<file path="src/rtl/flood_pkg.sv">
// Shared encoding for the dual-rail error flood block.
// Assumes each logical bit is carried as a two-wire pair, upper wire first.
package flood_pkg;
    typedef logic [1:0] pair_t;
    localparam pair_t PAIR_ERR  = 2'b00;
    localparam pair_t PAIR_ONE  = 2'b10;
    localparam pair_t PAIR_ZERO = 2'b01;
endpackage

</file>
<file path="src/rtl/flood_gadget.sv">
// Two-pair cascade gadget: passes both pairs when both are legal (01 or 10),
// otherwise drives both outputs to 00. Built from AND/OR with inversion only
// on inputs, so it never produces 11. Assumes nothing about input legality.
module flood_gadget
    import flood_pkg::*;
(
    input  pair_t a_i,
    input  pair_t b_i,
    output pair_t a_o,
    output pair_t b_o
);
    logic a_ok;
    logic b_ok;

    // Legality of each input pair and gating of both pairs by their joint legality.
    always_comb begin
        a_ok = (a_i[1] & ~a_i[0]) | (~a_i[1] & a_i[0]);
        b_ok = (b_i[1] & ~b_i[0]) | (~b_i[1] & b_i[0]);
        a_o  = a_i & {2{a_ok & b_ok}};
        b_o  = b_i & {2{a_ok & b_ok}};
    end
endmodule

</file>
<file path="src/rtl/flood_chain.sv">
// Cascade chain: a forward pass over kept pairs (outputs first, then next
// state) and tail pairs (inputs, current state) builds a carry that is 00 if
// any pair is illegal; a backward pass re-gates every kept pair with that
// carry. Assumes kept pairs are ordered outputs first.
module flood_chain
    import flood_pkg::*;
#(
    parameter int NK = 5,
    parameter int NT = 4
) (
    input  logic [2*NK-1:0] kept_i,
    input  logic [2*NT-1:0] tail_i,
    output logic [2*NK-1:0] kept_o,
    output logic            err_o
);
    localparam int NP = NK + NT;

    pair_t items [NP];
    pair_t fcar  [NP+1];
    pair_t bcar  [NK+1];

    // Unpack kept and tail pairs into one ordered list, outputs at index 0.
    always_comb begin
        for (int i = 0; i < NK; i++) items[i]      = kept_i[2*i +: 2];
        for (int j = 0; j < NT; j++) items[NK + j] = tail_i[2*j +: 2];
    end

    assign fcar[0] = PAIR_ONE;

    for (genvar g = 0; g < NP; g++) begin : g_fwd
        pair_t ca, it;
        flood_gadget u_g (.a_i(fcar[g]), .b_i(items[g]), .a_o(ca), .b_o(it));
        // Join: carry stays legal only while the gated item is non-zero.
        assign fcar[g+1] = ca & {2{|it}};
    end

    assign bcar[NK] = fcar[NP];

    for (genvar k = NK - 1; k >= 0; k--) begin : g_bwd
        pair_t gk;
        flood_gadget u_g (.a_i(bcar[k+1]), .b_i(items[k]), .a_o(bcar[k]), .b_o(gk));
        assign kept_o[2*k +: 2] = gk;
    end

    assign err_o = ~|bcar[0];
endmodule

</file>
<file path="src/rtl/fault_flood_store.sv">
// Top: error flood cascade in front of the outputs and the encoded state
// register. Any illegal monitored pair floods all outputs and the next
// state with 00; the stored state then erases itself. Synchronous active-low
// reset loads the encoded INIT_STATE. Assumes the core supplies pairs.
module fault_flood_store
    import flood_pkg::*;
#(
    parameter int                N_OUT      = 3,
    parameter int                N_ST       = 2,
    parameter int                N_IN       = 2,
    parameter logic [N_ST-1:0]   INIT_STATE = '0
) (
    input  logic                clk,
    input  logic                rst_n,
    input  logic [2*N_OUT-1:0]  out_enc,
    input  logic [2*N_ST-1:0]   nxt_enc,
    input  logic [2*N_IN-1:0]   in_enc,
    output logic [N_OUT-1:0]    dec_out,
    output logic [2*N_ST-1:0]   state_q,
    output logic                destroyed
);
    localparam int NK = N_OUT + N_ST;
    localparam int NT = N_IN + N_ST;

    logic [2*N_ST-1:0] init_enc;
    logic [2*NK-1:0]   kept_g;
    logic              err;

    for (genvar s = 0; s < N_ST; s++) begin : g_init
        assign init_enc[2*s +: 2] = INIT_STATE[s] ? PAIR_ONE : PAIR_ZERO;
    end

    flood_chain #(.NK(NK), .NT(NT)) u_chain (
        .kept_i ({nxt_enc, out_enc}),
        .tail_i ({state_q, in_enc}),
        .kept_o (kept_g),
        .err_o  (err)
    );

    // Decode each flooded output pair by its upper wire.
    always_comb begin
        for (int i = 0; i < N_OUT; i++) dec_out[i] = kept_g[2*i+1];
    end

    // State register: reset to encoded initial value, else take flooded next state.
    always_ff @(posedge clk) begin
        if (!rst_n) state_q <= init_enc;
        else        state_q <= kept_g[2*NK-1 : 2*N_OUT];
    end

    // Sticky destroyed flag, set by any error seen at a clock edge.
    always_ff @(posedge clk) begin
        if (!rst_n)   destroyed <= 1'b0;
        else if (err) destroyed <= 1'b1;
    end
endmodule

</file>
<file path="config.mk">
export PLATFORM = sky130hd
export DESIGN_NAME = fault_flood_store
export DESIGN_NICKNAME = d
export VERILOG_FILES = /design/src/rtl/flood_pkg.sv /design/src/rtl/flood_gadget.sv /design/src/rtl/flood_chain.sv /design/src/rtl/fault_flood_store.sv
export SDC_FILE = /design/constraint.sdc
export NUM_CORES = 1
export LEC_CHECK = 0
export BUFFER_PORTS_ARGS = -buffer_cell sky130_fd_sc_hd__buf_2
export CAP_MARGIN = 20
export CORE_ASPECT_RATIO = 0.75
export CORE_UTILIZATION = 45
export DETAILED_ROUTE_END_ITERATION = 12
export PLACE_DENSITY = 0.69
export REMOVE_ABC_BUFFERS = 1
export SYNTH_ARGS = -nofsm -noshare
export SYNTH_HDL_FRONTEND = slang
export SYNTH_HIERARCHICAL = 1
export SYNTH_SLANG_ARGS = --single-unit
</file>
<file path="constraint.sdc">
create_clock -name clk -period 7.6 [get_ports clk]
set_input_delay 0.38 -clock clk [delete_from_list [all_inputs] [get_ports clk]]
set_output_delay 0.38 -clock clk [all_outputs]
set_load 0.1 [all_outputs]
</file>
==> metrics.cfg <==
[detailed_routing]
totalWireLength_um = 2520
drt_first_pass_iters = 4
ant_nets = 0
num_vias = 976
route.detailed.wl_per_inst_um = 14.16
drc = 0
drtIter0Drc = 4
viasPerCell = 5.483

[timing]
hold_ws_ns = 0.3608
slew_viol_final = 0
maxSlewHeadroom = 0.5323
layout_worst_path_cycle_share = 0.9681
rsz0062_at_grt = yes
hold_viol = 0
finalCriticalPeriod_ns = 7.358
fin_setup_tns_ns = 0
tightest_slew_ns = 0.7000
setup_violations = 0
skew_ns = 0.001324
fmax_mhz = 135.9

[worst_setup_path]
critPathArrivalTime_ns = 6.98
crit_slowest_cell = o21a_1
cp_max_fo = 5
end_kind = output pin
cpPeakStageDelay_ns = 0.26
crit_path_start_kind = input pin
cp.required_ns = 7.22
critPathKind = input pin to output pin

[power_and_ir_drop]
power.leakage_uw = 0.0004564
power_density_nw_per_um2 = 64.32
p_total_uw = 95.77
vdd_drop_max_mv = 0.06149

[synthesis]
syn_area_per_cell_um2 = 8.233
synthesis.area_um2 = 922.1
syn_inst = 112
yosys_warnings = 6

[run_status]
outcome = finished, final reports clean

[placement]
io_buffers = 23
dp_cells = 164
gp_congestion = 0.7071
place_area_um2 = 1132
dp_hpwl_um = 1640

[finish]
final_area_um2 = 1489
drive_gt1_frac = 0.4744
fin_nets = 173
fillCellCount = 113
insertedDiodeCount = 0
fin_cells = 178
area_growth_syn_to_layout_pct = 61.47

[floorplan]
ioPinCount = 24
die_y_um = 41.21
die_width_um = 54.27
row_count = 13
start_util = 0.5062
design.die.area_um2 = 2236
core_area_um2 = 1822

[global_route]
antenna_found_initial = 0
gr-total-overflow = 0
grt_pass1_vias = 887
grt_pass1_wl_um = 3567
grt_max_degree = 7
grt_usage = 0.2307

[cts]
clkLatencyLatePin_ns = 0.24
cts_tree = built
cts.sink_count = 5
cts_buffers = 3
clockRootBuffer = clkbuf_4
cts_buffer_depth = 2
clkSlewWorstSetupHoldPaths_ns = 0.04
htreeDepth = 1

[run]
maxCapViolations = 0

[min_path]
min_path_type = input pin to register

cell type report:
type                    count  area [um2]  area share
well taps                  22       27.53     0.01849
multi-input cells         111        1071      0.7193
clock buffers               4       26.28     0.01765
flip-flops and latches      5       100.1     0.06723
repair buffers             36       264.0      0.1773
critical path, delay by kind of cell:
kind,cells,cell delay (ns)
simple gates,14,3.16
buf+inv,3,0.45
compound gates,9,2.03
xor+xnor,9,0.94
path summary, 6_finish.rpt:
path,from,end,slack (ns),depth (start not counted)
worst max-delay path,out_enc[1],dec_out[0],0.24,35
worst min-delay path,rst_n,state_q[2],0.36,2
worst max register to register,state_q[0],destroyed,4.65,13
worst min register to register,destroyed,destroyed,0.47,1
layout by cell type (no fill, tap or decap):
cell	count
and2_1	2
buf_12	3
buf_2	19
buf_4	13
buf_6	1
clkbuf_1	1
clkbuf_4	3
conb_1	6
dfxtp_1	5
nand2b_1	2
nor2_1	1
nor3b_1	27
nor3b_2	22
nor3b_4	4
o21a_1	19
xnor2_1	19
xnor2_2	8
xnor2_4	1
through the flow:
step,util,setup slack (ns)
2_1_floorplan,-,-1.362
3_3_place_gp,0.6216,0.06574
3_5_place_dp,0.6216,-0.5452
4_1_cts,0.6614,0.01114
5_1_grt,0.8173,-0.2078
6_report,0.8173,0.2421
metal layers:
metal  up-vias  global-route usage  wire length, um
met1       470              0.2505              995
met5         -                   0                0
li1        492                   -                -
met2        12              0.4512             1459
met4         0             0.08974               12
met3         2             0.04074               53
timing repair:
item | 4_1_cts | 5_1_grt
gates resized for setup | 9 | 39
endpoints found under the setup margin | 3 | 4
hold buffers | 0 | 0
setup buffers | 0 | 10
pin swaps | 1 | 28
state kept, by name (all words and copies together) (netlist names):
register / cells
destroyed: 1
state_q: 4
report_power, final:
group | internal (uW) | leakage [uW] | switching (uW) | total, uW
Combinational | 15.4 | 0.000400 | 22.0 | 37.4
Sequential | 27.2 | 0.0000414 | 0.823 | 28.0
Clock | 19.8 | 0.0000150 | 10.5 | 30.3
Power figures use the tool's default switching activity.
